`src/rtl/irqd_pkg.sv`:
```
package irqd_pkg;

  typedef enum logic [1:0] {
    ST_IDLE    = 2'd0,
    ST_PUSH_HI = 2'd1,
    ST_PUSH_LO = 2'd2,
    ST_DONE    = 2'd3
  } disp_state_e;

endpackage

```
`src/rtl/irqd_regs.sv`:
```
module irqd_regs #(
  parameter int N_SRC = 5,
  parameter int ADDR_W = 16,
  parameter int DATA_W = 8,
  parameter logic [ADDR_W-1:0] FLAG_ADDR = 16'hFF0F,
  parameter logic [ADDR_W-1:0] EN_ADDR = 16'hFFFF
) (
  input  logic              clk,
  input  logic              rst_n,
  input  logic [N_SRC-1:0]  req_i,
  input  logic [ADDR_W-1:0] cpu_addr_i,
  input  logic              cpu_wr_i,
  input  logic [DATA_W-1:0] cpu_wdata_i,
  output logic [DATA_W-1:0] cpu_rdata_o,
  input  logic              ime_set_i,
  input  logic              ime_clr_i,
  input  logic              take_i,
  input  logic [N_SRC-1:0]  take_mask_i,
  output logic [N_SRC-1:0]  flag_o,
  output logic [N_SRC-1:0]  en_o,
  output logic              ime_o
);
  localparam int PAD_W = DATA_W - N_SRC;

  logic [N_SRC-1:0] flag_q, en_q;
  logic             ime_q;
  logic             flag_wr, en_wr;
  logic [N_SRC-1:0] flag_base;

  assign flag_wr = cpu_wr_i && (cpu_addr_i == FLAG_ADDR);
  assign en_wr   = cpu_wr_i && (cpu_addr_i == EN_ADDR);

  // CPU write replaces the flags; otherwise a dispatch clears its winner.
  // New requests are always ORed on top so none is dropped.
  always_comb begin
    if (flag_wr)     flag_base = cpu_wdata_i[N_SRC-1:0];
    else if (take_i) flag_base = flag_q & ~take_mask_i;
    else             flag_base = flag_q;
  end

  always_ff @(posedge clk or negedge rst_n) begin
    if (!rst_n) begin
      flag_q <= '0;
      en_q   <= '0;
      ime_q  <= 1'b0;
    end else begin
      flag_q <= flag_base | req_i;
      if (en_wr) en_q <= cpu_wdata_i[N_SRC-1:0];
      if (ime_clr_i || take_i) ime_q <= 1'b0;
      else if (ime_set_i)      ime_q <= 1'b1;
    end
  end

  always_comb begin
    if (cpu_addr_i == FLAG_ADDR)    cpu_rdata_o = {{PAD_W{1'b1}}, flag_q};
    else if (cpu_addr_i == EN_ADDR) cpu_rdata_o = {{PAD_W{1'b0}}, en_q};
    else                            cpu_rdata_o = '0;
  end

  assign flag_o = flag_q;
  assign en_o   = en_q;
  assign ime_o  = ime_q;

  assert_req_kept_R3: assert property (@(posedge clk) disable iff (!rst_n)
    (|req_i) && !flag_wr |=> ((flag_q & $past(req_i)) == $past(req_i)));

  assert_winner_cleared_R7: assert property (@(posedge clk) disable iff (!rst_n)
    take_i && !flag_wr && ((req_i & take_mask_i) == '0)
      |=> ((flag_q & $past(take_mask_i)) == '0));

  assert_ime_dropped_R7: assert property (@(posedge clk) disable iff (!rst_n)
    take_i |=> !ime_q);

  assert_ime_raised_R4: assert property (@(posedge clk) disable iff (!rst_n)
    ime_set_i && !ime_clr_i && !take_i |=> ime_q);

endmodule

```
`src/rtl/irqd_arbiter.sv`:
```
module irqd_arbiter #(
  parameter int N_SRC = 5,
  parameter int ADDR_W = 16,
  parameter logic [ADDR_W-1:0] VEC_BASE = 16'h0040,
  parameter int VEC_STEP = 8
) (
  input  logic [N_SRC-1:0]  pend_i,
  output logic [N_SRC-1:0]  grant_o,
  output logic              any_o,
  output logic [ADDR_W-1:0] vec_o
);
  localparam int IDX_W = (N_SRC > 1) ? $clog2(N_SRC) : 1;

  logic [N_SRC:0]   seen;
  logic [IDX_W-1:0] idx;

  assign seen[0] = 1'b0;

  for (genvar gi = 0; gi < N_SRC; gi++) begin : g_pri
    assign grant_o[gi]  = pend_i[gi] & ~seen[gi];
    assign seen[gi + 1] = seen[gi] | pend_i[gi];
  end

  assign any_o = seen[N_SRC];

  always_comb begin
    idx = '0;
    for (int i = 0; i < N_SRC; i++) begin
      if (grant_o[i]) idx = IDX_W'(i);
    end
  end

  assign vec_o = VEC_BASE + ADDR_W'(VEC_STEP) * ADDR_W'(idx);

endmodule

```
`src/rtl/irqd_seq.sv`:
```
module irqd_seq
  import irqd_pkg::*;
#(
  parameter int ADDR_W = 16,
  parameter int DATA_W = 8
) (
  input  logic              clk,
  input  logic              rst_n,
  input  logic              step_i,
  input  logic              hit_i,
  input  logic [ADDR_W-1:0] vec_i,
  input  logic [ADDR_W-1:0] pc_i,
  input  logic [ADDR_W-1:0] sp_i,
  output logic              take_o,
  output logic              busy_o,
  output logic              stk_valid_o,
  input  logic              stk_ready_i,
  output logic [ADDR_W-1:0] stk_addr_o,
  output logic [DATA_W-1:0] stk_data_o,
  output logic              done_o,
  output logic [ADDR_W-1:0] pc_o,
  output logic [ADDR_W-1:0] sp_o
);
  localparam logic [ADDR_W-1:0] ONE = ADDR_W'(1);
  localparam logic [ADDR_W-1:0] TWO = ADDR_W'(2);

  disp_state_e      state_q;
  logic [ADDR_W-1:0] ret_q, sp_q, vec_q;

  assign take_o = step_i && hit_i && (state_q == ST_IDLE);
  assign busy_o = (state_q != ST_IDLE);

  always_ff @(posedge clk or negedge rst_n) begin
    if (!rst_n) begin
      state_q <= ST_IDLE;
      ret_q   <= '0;
      sp_q    <= '0;
      vec_q   <= '0;
    end else begin
      case (state_q)
        ST_IDLE: if (take_o) begin
          ret_q   <= pc_i;
          sp_q    <= sp_i;
          vec_q   <= vec_i;
          state_q <= ST_PUSH_HI;
        end
        ST_PUSH_HI: if (stk_ready_i) state_q <= ST_PUSH_LO;
        ST_PUSH_LO: if (stk_ready_i) state_q <= ST_DONE;
        default:    state_q <= ST_IDLE;
      endcase
    end
  end

  always_comb begin
    stk_valid_o = 1'b0;
    stk_addr_o  = '0;
    stk_data_o  = '0;
    if (state_q == ST_PUSH_HI) begin
      stk_valid_o = 1'b1;
      stk_addr_o  = sp_q - ONE;
      stk_data_o  = ret_q[ADDR_W-1 -: DATA_W];
    end else if (state_q == ST_PUSH_LO) begin
      stk_valid_o = 1'b1;
      stk_addr_o  = sp_q - TWO;
      stk_data_o  = ret_q[DATA_W-1:0];
    end
  end

  assign done_o = (state_q == ST_DONE);
  assign pc_o   = vec_q;
  assign sp_o   = sp_q - TWO;

  assert_hold_on_stall_R9: assert property (@(posedge clk) disable iff (!rst_n)
    stk_valid_o && !stk_ready_i
      |=> stk_valid_o && $stable(stk_addr_o) && $stable(stk_data_o));

  assert_low_follows_high_R8: assert property (@(posedge clk) disable iff (!rst_n)
    (state_q == ST_PUSH_HI) && stk_ready_i
      |=> stk_valid_o && (stk_addr_o == $past(stk_addr_o) - ONE));

  assert_done_after_low_R10: assert property (@(posedge clk) disable iff (!rst_n)
    (state_q == ST_PUSH_LO) && stk_ready_i |=> done_o);

  assert_done_single_R10: assert property (@(posedge clk) disable iff (!rst_n)
    done_o |=> !done_o);

endmodule

```
`src/rtl/irq_dispatch_unit.sv`:
```
module irq_dispatch_unit #(
  parameter int N_SRC = 5,
  parameter int ADDR_W = 16,
  parameter int DATA_W = 8,
  parameter logic [ADDR_W-1:0] FLAG_ADDR = 16'hFF0F,
  parameter logic [ADDR_W-1:0] EN_ADDR = 16'hFFFF,
  parameter logic [ADDR_W-1:0] VEC_BASE = 16'h0040,
  parameter int VEC_STEP = 8
) (
  input  logic              clk,
  input  logic              rst_n,
  input  logic [N_SRC-1:0]  irq_req_i,
  input  logic [ADDR_W-1:0] cpu_addr_i,
  input  logic              cpu_wr_i,
  input  logic [DATA_W-1:0] cpu_wdata_i,
  output logic [DATA_W-1:0] cpu_rdata_o,
  input  logic              ime_set_i,
  input  logic              ime_clr_i,
  output logic              ime_o,
  input  logic              step_i,
  input  logic [ADDR_W-1:0] pc_i,
  input  logic [ADDR_W-1:0] sp_i,
  output logic              take_o,
  output logic              busy_o,
  output logic              stk_valid_o,
  input  logic              stk_ready_i,
  output logic [ADDR_W-1:0] stk_addr_o,
  output logic [DATA_W-1:0] stk_data_o,
  output logic              done_o,
  output logic [ADDR_W-1:0] pc_o,
  output logic [ADDR_W-1:0] sp_o
);
  logic [N_SRC-1:0]  flag, en, pend, grant;
  logic              any_pend, hit;
  logic [ADDR_W-1:0] vec;

  irqd_regs #(
    .N_SRC(N_SRC), .ADDR_W(ADDR_W), .DATA_W(DATA_W),
    .FLAG_ADDR(FLAG_ADDR), .EN_ADDR(EN_ADDR)
  ) u_regs (
    .clk(clk), .rst_n(rst_n), .req_i(irq_req_i),
    .cpu_addr_i(cpu_addr_i), .cpu_wr_i(cpu_wr_i),
    .cpu_wdata_i(cpu_wdata_i), .cpu_rdata_o(cpu_rdata_o),
    .ime_set_i(ime_set_i), .ime_clr_i(ime_clr_i),
    .take_i(take_o), .take_mask_i(grant),
    .flag_o(flag), .en_o(en), .ime_o(ime_o)
  );

  assign pend = flag & en;

  irqd_arbiter #(
    .N_SRC(N_SRC), .ADDR_W(ADDR_W),
    .VEC_BASE(VEC_BASE), .VEC_STEP(VEC_STEP)
  ) u_arb (
    .pend_i(pend), .grant_o(grant), .any_o(any_pend), .vec_o(vec)
  );

  assign hit = ime_o && any_pend;

  irqd_seq #(.ADDR_W(ADDR_W), .DATA_W(DATA_W)) u_seq (
    .clk(clk), .rst_n(rst_n), .step_i(step_i), .hit_i(hit),
    .vec_i(vec), .pc_i(pc_i), .sp_i(sp_i),
    .take_o(take_o), .busy_o(busy_o),
    .stk_valid_o(stk_valid_o), .stk_ready_i(stk_ready_i),
    .stk_addr_o(stk_addr_o), .stk_data_o(stk_data_o),
    .done_o(done_o), .pc_o(pc_o), .sp_o(sp_o)
  );

  assert_busy_blocks_R10: assert property (@(posedge clk) disable iff (!rst_n)
    busy_o |-> !take_o);

endmodule

```
`config.mk`:
```
export PLATFORM = sky130hd
export DESIGN_NAME = irq_dispatch_unit
export DESIGN_NICKNAME = d
export VERILOG_FILES = /design/src/rtl/irqd_pkg.sv /design/src/rtl/irqd_regs.sv /design/src/rtl/irqd_arbiter.sv /design/src/rtl/irqd_seq.sv /design/src/rtl/irq_dispatch_unit.sv
export SDC_FILE = /design/constraint.sdc
export NUM_CORES = 1
export LEC_CHECK = 0
export ABC_AREA = 1
export BUFFER_PORTS_ARGS = -buffer_cell sky130_fd_sc_hd__buf_4
export CAP_MARGIN = 30
export CORE_MARGIN = 2
export CORE_UTILIZATION = 51
export CTS_CLUSTER_SIZE = 25
export DETAILED_ROUTE_END_ITERATION = 7
export GPL_ROUTABILITY_DRIVEN = 0
export HOLD_SLACK_MARGIN = 0.1
export PLACE_DENSITY = 0.79
export SKIP_CTS_REPAIR_TIMING = 1
export SLEW_MARGIN = 0
export SYNTH_ARGS = -nofsm -noshare
export SYNTH_HDL_FRONTEND = slang
export SYNTH_HIERARCHICAL = 1
export SYNTH_SLANG_ARGS = --single-unit
```
`constraint.sdc`:
```
create_clock -name clk -period 1.75 [get_ports clk]
set_input_delay 0.2625 -clock clk [delete_from_list [all_inputs] [get_ports clk]]
set_output_delay 0.2625 -clock clk [all_outputs]
set_load 0.005 [all_outputs]
```
==> results of run 1 <==
==> cells by family (layout without fill, tap and decap cells) <==
family          after synthesis  count (layout)  share of synthesized area
simple gates                334             334                      0.387
buf+inv                      81             244                      0.102
flops                        61              61                      0.398
compound gates               41              41                     0.0649
xor+xnor                      9               9                     0.0225
fa+ha+maj                     7               7                     0.0228
other cells                   2              13                    0.00196
==> flip-flops by register name (all words and copies together) (netlist names) <==
signal	count
u_regs/flag_o	5
u_seq/sp_q	16
u_seq/pc_o	16
u_regs/ime_o	1
u_seq/ret_q	16
u_regs/en_o	5
u_seq/state_q	2
==> worst min-delay path, delay by kind of cell <==
family / cells / cell delay, ns
AND/OR/NAND/NOR: 2 / 0.09
buffers and inverters: 1 / 0.07
==> worst min-delay path by stage <==
stage	to	slack [ns]	depth (start not counted)
3_3_place_gp	u_seq/sp_q[12]	0.39	1
2_1_floorplan	u_regs/en_o[0]	-0.03	0
5_1_grt	u_seq/ret_q[5]	0.11	3
6_report	u_seq/ret_q[9]	0.12	3
3_5_place_dp	u_seq/sp_q[12]	0.39	1
4_1_cts	u_seq/sp_q[12]	0.03	1
==> layout by cell type (no fill, tap or decap), drive strengths merged <==
cell,n
a21boi,5
a21oi,3
a22o,8
and2,2
buf,173
bufinv,2
clkbuf,15
clkinv,3
clkinvlp,1
conb,13
dfrtp,61
dlygate4sd3,2
ha,7
inv,48
nand2,238
nand3,40
nand4,6
nor2,45
nor3,3
o21ai,24
o22ai,1
xnor2,1
xor2,8
==> layer usage <==
layer / part of all wire / vias to the layer above / track usage
li1: - / 1972 / -
met1: 0.39 / 1943 / 0.298
met2: 0.51 / 207 / 0.440
met3: 0.077 / 36 / 0.0593
met4: 0.025 / 0 / 0.0590
met5: 0 / - / 0
==> per-stage QoR <==
stage	cells	setup TNS (ns)	area, sq um
after floorplan	546	0	3870
after global placement	760	0	4950
after global routing	808	-9.02	5820
final	808	-5.97	5820
after detailed placement	760	0	4950
after CTS	776	-9.79	5170
==> layout make-up <==
cell class,count,area (sq um)
Sequential cell,61,1540
Clock inverter,6,86.3
Multi-Input combinational cell,404,2220
Inverter,48,190
Fill cell,483,1430
Clock buffer,10,138
Timing Repair Buffer,180,1530
Tap cell,99,124
==> power groups by stage <==
| stage | Sequential, uW | Combinational (uW) | Clock [uW] |
|---|---|---|---|
| floorplan | 1490 | 632 | 0 |
| global placement | 1490 | 1440 | 0 |
| detailed placement | 1490 | 1470 | 0 |
| CTS | 1460 | 1480 | 1440 |
| global route | 1480 | 2210 | 1520 |
| finish | 1480 | 2080 | 1430 |
==> results.toml, run 1 <==
[placement]
pre_cts_slack_ns = 0.0254
dp_hpwl_microns = 7270
port-buffer-count = 133

[critical_path]
reg2reg_depth = 11
start_kind = "flip-flop"
startpoint = "u_seq/sp_q[2]"
reg2reg_slack_ns = -0.03
crit_cells = 10
cp_max_fo = 5
critical_path_class = "flip-flop to output port"
endpoint = "stk_addr_o[10]"
max_stage_delay_ns = 0.40
crit_chain = "buf_6, nor2_4, nand2_4, nor2_4, nand2_2, nand2_1, nand2_1, nand2_1, nand2_1, buf_4"
path_common_cell = "nand2_1"
timing.critical_path.arrival_ns = 1.76
crit_family = "simple AND/OR/NAND/NOR gates"
crit_buf_inv = 2
r2r_start = "u_regs/en_o[0]"
critPathSlowestCell = "dfrtp_1"
r2r-end = "u_seq/sp_q[11]"
cp-end-kind = "output port"
worstPathRequired_ns = 1.49

[timing]
fmax_ghz = 0.495
min_period_ns = 2.02
skew_ns = 0.00753
setup_viol = 39
slew_headroom = 0.471
finalHoldViolCount = 0
rsz0062_at_grt = "yes"
drv_slew = 0
holdWs_ns = 0.115
fin_ws_ns = -0.271
min_period_over_period = 1.16
worstMarginPinSlew_ns = 0.794

[yosys]
synthMostInstantiatedCell = "nand2_1"
synth-edff-count = 0
avgSynthCellArea_sq_um = 7.17
ys_types = 31
synth_ff_type = "dfrtp_1"
ys_ff_latch = 61
syn_area_sq_um = 3830
netlist.area_leader.share = 0.398
yosys-top-cells-count = "nand2_1, dfrtp_1, inv_1"
yosysWarningCount = 6
syn_inst = 535
synth.area.top_cells = "dfrtp_1, nand2_1, nand3_1"
yosysSeqAreaShare = 0.398
synthArstFlopShare = 1.00
synth_top_cell_by_area = "dfrtp_1"

[clocking]
max-clock-path-buffers = 2
numCtsBuffers = 9
numClockSinks = 61
h-tree-depth = 3
path_clk_slew_ns = 0.08
cts_tree = "done"
insertion_delay_ns = 0.34
root_buffer = "clkbuf_8"

[global_routing]
grtUsageTotal = 0.246
grt_pass1_vias = 3720
grt_max_degree = 62
antenna_found_initial = 0
grt_pass1_wl_microns = 16700
grt-ovfl-total = 0

[pwr]
peakVddDrop_mv = 0.713
clkPwrFrac = 0.287
fin_total_pwr_uw = 4990
powerDensity_nw_per_um2 = 856
p_int_uw = 3400
p_sw_uw = 1580
p_sw_frac = 0.318
p_leak_uw = 0.00316
pwr-share-comb = 0.417
power.share.sequential = 0.296

[routing]
dr_total_vias = 4158
detail_route.first_pass.iterations = 5
drt_wl_total_microns = 11800
drtIter0Drc = 273
ant_nets = 0
wl_per_cell_microns = 14.7
drc = 0
viasPerCell = 5.15

[status]
violations = "setup timing"
status = "finished with violations"

[layout]
drive_gt1_frac = 0.405
synthToLayoutAreaGrowth_pct = 51.9
finish.utilization = 0.803
layout.nets = 779
antenna_cells = 0

[die]
start_util = 0.529
die_width_microns = 90.7
coreArea_sq_um = 7250
io_pins = 137
die_h_microns = 90.7
dieArea_sq_um = 8230
row_count = 31

[min_path]
hp-start = "pc_i[9]"
hold_path.class = "primary input to flip-flop"

[flow_run]
maxCapViolCount = 0
Power figures use the tool's default switching activity.
==> run 2, diff against run 1 <==
--- a/config.mk
+++ b/config.mk
@@ -9,14 +9,14 @@
 export BUFFER_PORTS_ARGS = -buffer_cell sky130_fd_sc_hd__buf_4
 export CAP_MARGIN = 30
 export CORE_MARGIN = 2
-export CORE_UTILIZATION = 51
+export CORE_UTILIZATION = 35
 export CTS_CLUSTER_SIZE = 25
 export DETAILED_ROUTE_END_ITERATION = 7
 export GPL_ROUTABILITY_DRIVEN = 0
 export HOLD_SLACK_MARGIN = 0.1
-export PLACE_DENSITY = 0.79
+export PLACE_DENSITY = 0.57
 export SKIP_CTS_REPAIR_TIMING = 1
-export SLEW_MARGIN = 0
+export SLEW_MARGIN = 20
 export SYNTH_ARGS = -nofsm -noshare
 export SYNTH_HDL_FRONTEND = slang
 export SYNTH_HIERARCHICAL = 1
==> constraint.sdc (replaced) <==
create_clock -name clk -period 1.9 [get_ports clk]
set_input_delay 0.285 -clock clk [delete_from_list [all_inputs] [get_ports clk]]
set_output_delay 0.285 -clock clk [all_outputs]
set_load 0.005 [all_outputs]
==> results.toml, run 2 (synthesized netlist as in run 1, its figures left out) <==
[status]
status = "finished with violations"
violations = "setup timing"

[critical_path]
worstPathRequired_ns = 1.62
critical_path_class = "flip-flop to output port"
timing.critical_path.arrival_ns = 1.75
cp-end-kind = "output port"
start_kind = "flip-flop"
cp_max_fo = 4

[pwr]
p_int_uw = 2850
p_sw_uw = 1280
pwr-share-comb = 0.374
p_leak_uw = 0.00311
powerDensity_nw_per_um2 = 723
p_sw_frac = 0.310
peakVddDrop_mv = 0.353
power.share.sequential = 0.329
clkPwrFrac = 0.297
fin_total_pwr_uw = 4140

[clocking]
max-clock-path-buffers = 2
root_buffer = "clkbuf_8"
numCtsBuffers = 9
insertion_delay_ns = 0.34
cts_tree = "done"
numClockSinks = 61
h-tree-depth = 3
path_clk_slew_ns = 0.07

[die]
start_util = 0.357
row_count = 38
dieArea_sq_um = 11800
die_width_microns = 109
coreArea_sq_um = 10700
io_pins = 137
die_h_microns = 109

[placement]
port-buffer-count = 133
pre_cts_slack_ns = 0.0382
placed_area_sq_um = 4960
dp_hpwl_microns = 7720

[layout]
synthToLayoutAreaGrowth_pct = 49.2
design_area_sq_um = 5720
final_common_cell = "nand2_1"
layout_common_cells = "nand2_1, buf_4, dfrtp_1"
finish.utilization = 0.532
antenna_cells = 0
drive_gt1_frac = 0.391
layout.nets = 774

[routing]
drc = 0
wl_per_cell_microns = 12.9
ant_nets = 0
viasPerCell = 4.55
dr_total_vias = 3843
detail_route.first_pass.iterations = 4
drt_wl_total_microns = 10900
drtIter0Drc = 184

[global_routing]
grtUsageTotal = 0.178
grt_pass1_vias = 3559
grt-ovfl-total = 0
grt_pass1_wl_microns = 16500
grt_max_degree = 35
antenna_found_initial = 0

[min_path]
hold_path.class = "primary input to flip-flop"

[timing]
skew_ns = 0.0148
finalHoldViolCount = 0
drv_slew = 0
fin_ws_ns = -0.137
fmax_ghz = 0.491
setup_viol = 24
min_period_ns = 2.04
rsz0062_at_grt = "yes"
min_period_over_period = 1.07

[flow_run]
maxCapViolCount = 0
run 2: per-layer routing:
layer | part of all wire | vias up | wire, microns | GRT usage
met3 | 0.062 | 11 | 672 | 0.0478
li1 | - | 1962 | - | -
met1 | 0.41 | 1757 | 4520 | 0.217
met4 | 0.013 | 0 | 142 | 0.0531
met2 | 0.51 | 113 | 5580 | 0.308
met5 | 0 | - | 0 | 0
run 2: worst paths after layout:
path                                    end  slack (ns)              from  cells past startpoint
setup / recovery             stk_addr_o[13]       -0.14     u_seq/sp_q[2]                     10
hold / removal             u_regs/flag_o[0]        0.15      irq_req_i[0]                      3
setup reg to reg           u_regs/flag_o[3]        0.12  u_regs/flag_o[2]                     14
hold reg to reg               u_seq/pc_o[1]        0.47     u_seq/pc_o[1]                      2
max in group asynchronous     u_seq/sp_q[6]        0.92             rst_n                      3
min in group asynchronous  u_regs/flag_o[4]        0.43             rst_n                      2
run 2: cell type report:
cell class / count / area, sq um
well taps: 140 / 175
inverters: 48 / 193
clock inverters: 3 / 42.5
flip-flops and latches: 61 / 1530
fillers: 1070 / 5030
clock buffers: 13 / 169
multi-input cells: 404 / 2190
repair buffers: 175 / 1420
run 2: worst max-delay path, stage by stage (launching register included):
cell	delay (ns)
dfrtp_1	0.40
inv_2	0.13
ha_4	0.20
nand2_4	0.06
nor2_4	0.16
nand2_1	0.09
nand2_1	0.09
nand2_2	0.07
nand2_1	0.06
nand2_1	0.06
buf_6	0.11
run 2: power groups by stage:
stage               clock network (uW)  registers (uW)  logic, uW
finish                            1230            1360       1550
global route                      1330            1360       1710
CTS                               1270            1350       1290
detailed placement                   0            1370       1290
global placement                     0            1370       1280
floorplan                            0            1370        582
run 2: metrics by stage:
step,setup TNS (ns),instances,hold slack [ns]
6_report,-1.29,844,0.149
4_1_cts,-6.38,815,-0.110
2_1_floorplan,0,546,-0.0106
5_1_grt,-4.41,844,0.131
3_5_place_dp,0,799,0.267
3_3_place_gp,0,799,0.265
==> run 3, diff against run 2 <==
--- a/config.mk
+++ b/config.mk
@@ -5,7 +5,6 @@
 export SDC_FILE = /design/constraint.sdc
 export NUM_CORES = 1
 export LEC_CHECK = 0
-export ABC_AREA = 1
 export BUFFER_PORTS_ARGS = -buffer_cell sky130_fd_sc_hd__buf_4
 export CAP_MARGIN = 30
 export CORE_MARGIN = 2
==> results.toml, run 3 <==
[clocking]
insertion_delay_ns = 0.34
h-tree-depth = 3
numCtsBuffers = 9
root_buffer = "clkbuf_8"
path_clk_slew_ns = 0.06
numClockSinks = 61
max-clock-path-buffers = 2
cts_tree = "done"

[timing]
finalHoldViolCount = 0
holdWs_ns = 0.145
skew_ns = 0.00941
min_period_over_period = 1.28
setup_viol = 63
fmax_ghz = 0.411
rsz0062_at_grt = "yes"
drv_slew = 0
worstMarginPinSlew_ns = 0.503
slew_headroom = 0.662
min_period_ns = 2.44
fin_setup_tns_ns = -9.49
fin_ws_ns = -0.536

[flow_run]
maxCapViolCount = 0

[status]
violations = "setup timing"
status = "finished with violations"

[pwr]
clkPwrFrac = 0.279
p_sw_frac = 0.300
pwr-share-comb = 0.452
powerDensity_nw_per_um2 = 780
power.share.sequential = 0.269
peakVddDrop_mv = 0.522
p_leak_uw = 0.00339
p_int_uw = 3510
p_sw_uw = 1510

[layout]
regArea_sq_um = 1530
synthToLayoutAreaGrowth_pct = 71.3
multi_input_area_sq_um = 2470
layout_common_cells = "buf_4, dfrtp_1, mux2_4"
final_common_cell = "buf_4"
fin_cells = 713
finish.utilization = 0.619
fill_cells = 885
drive_gt1_frac = 0.631
layout.nets = 647
antenna_cells = 0
design_area_sq_um = 6420

[critical_path]
critPathSlowestCell = "or4_1"
cp_max_fo = 2
crit_buf_inv = 2
startpoint = "u_seq/sp_q[2]"
cp-end-kind = "output port"
start_kind = "flip-flop"
max_stage_delay_ns = 0.51
reg2reg_depth = 8
timing.critical_path.arrival_ns = 2.15
r2r_start = "u_regs/en_o[3]"
worstPathRequired_ns = 1.62
reg2reg_slack_ns = -0.04
crit_chain = "inv_2, ha_2, a21boi_2, a211oi_1, or4_1, a31oi_1, buf_4"
critical_path_class = "flip-flop to output port"
r2r-end = "u_seq/ret_q[11]"
crit_family = "simple AND/OR/NAND/NOR gates"

[placement]
port-buffer-count = 133
place_inst = 667
placed_area_sq_um = 5300
dp_hpwl_microns = 7820

[routing]
ant_nets = 0
wl_per_cell_microns = 15.8
drt_wl_total_microns = 11300
viasPerCell = 4.88
detail_route.first_pass.iterations = 4
drtIter0Drc = 114
drc = 0
dr_total_vias = 3483

[global_routing]
grt_pass1_wl_microns = 16300
grt-ovfl-total = 0
grt_max_degree = 36
grtUsageTotal = 0.180
antenna_found_initial = 0
grt_pass1_vias = 3361

[yosys]
synth-edff-count = 0
ys_ff_latch = 61
yosys-top-cells-count = "dfrtp_1, mux2_2, nor2_1"
syn_area_sq_um = 3750
netlist.area_leader.share = 0.407
ys_types = 55
yosysSeqAreaShare = 0.407
avgSynthCellArea_sq_um = 10.5
yosysWarningCount = 6
synth_ff_type = "dfrtp_1"
syn_inst = 356
synth_top_cell_by_area = "dfrtp_1"
synth.area.top_cells = "dfrtp_1, mux2_2, buf_4"
synthMostInstantiatedCell = "dfrtp_1"
synthArstFlopShare = 1.00

[die]
die_h_microns = 108
row_count = 37
coreArea_sq_um = 10400
die_width_microns = 108
start_util = 0.362
io_pins = 137
dieArea_sq_um = 11600

[min_path]
min_to = "u_regs/flag_o[3]"
holdPathStages = 3
hold_path.class = "primary input to flip-flop"
hp-start = "irq_req_i[3]"
[run 3: cell count changes after synthesis, sizes merged, moves of 5 or more]
cell / before / now
nand2: 238 / 21
mux2: 0 / 54
inv: 48 / 11
nand3: 40 / 9
nor2: 45 / 27
nor4: 0 / 9
o21ai: 24 / 15
and2: 2 / 9
a31oi: 0 / 6
or4: 0 / 6
xnor2: 1 / 7
a22o: 8 / 13
[run 3: final cells by class]
cell class | instances | share of cell area
well taps | 136 | 0.0265
inverters | 11 | 0.00760
repair buffers | 234 | 0.305
clock inverters | 4 | 0.0148
clock buffers | 12 | 0.0226
multi-input cells | 255 | 0.385
flip-flops and latches | 61 | 0.239
[run 3: per-layer routing]
layer  GRT usage  up-vias  share of wire
met2       0.306      129           0.51
li1            -     1675              -
met1       0.223     1667           0.42
met3      0.0521       12          0.060
met5           0        -              0
met4      0.0513        0          0.013
[run 3: logic make-up (layout without fill, tap and decap cells)]
family / after synthesis / in the layout / share of synthesized area
AND/OR/NAND/NOR: 103 / 103 / 0.171
flip-flops: 61 / 61 / 0.407
AO/OA/AOI/OAI: 59 / 59 / 0.110
multiplexers: 54 / 54 / 0.167
buffers and inverters: 51 / 261 / 0.0751
XOR/XNOR: 19 / 19 / 0.0444
adder cells (fa/ha/maj): 7 / 7 / 0.0234
other: 2 / 13 / 0.00200
[run 3: how the worst max path moves through the flow]
stage | end | slack (ns) | depth (start not counted)
after floorplan | stk_addr_o[11] | -0.12 | 7
after global placement | stk_addr_o[11] | -0.16 | 7
after detailed placement | stk_addr_o[11] | -0.16 | 7
after CTS | stk_addr_o[11] | -0.55 | 7
after global routing | stk_addr_o[11] | -0.63 | 7
final | stk_addr_o[11] | -0.54 | 7
[run 3: power groups by stage]
stage                     sequential, uW  clock [uW]  combinational, uW
after floorplan                     1370           0                739
after global placement              1360           0               1790
after detailed placement            1360           0               1800
after CTS                           1340        1450               1800
after global routing                1350        1510               2460
final                               1350        1400               2270
[run 3: worst min-delay path, delay by kind of cell]
kind | cells | cell delay, ns
AO/OA/AOI/OAI | 2 | 0.09
buffers and inverters | 1 | 0.08
[run 3: per-stage QoR]
stage          setup WS (ns)  power [uW]
2_1_floorplan         -0.120        2110
3_3_place_gp          -0.155        3150
3_5_place_dp          -0.155        3160
4_1_cts               -0.554        4590
5_1_grt               -0.632        5310
6_report              -0.536        5010
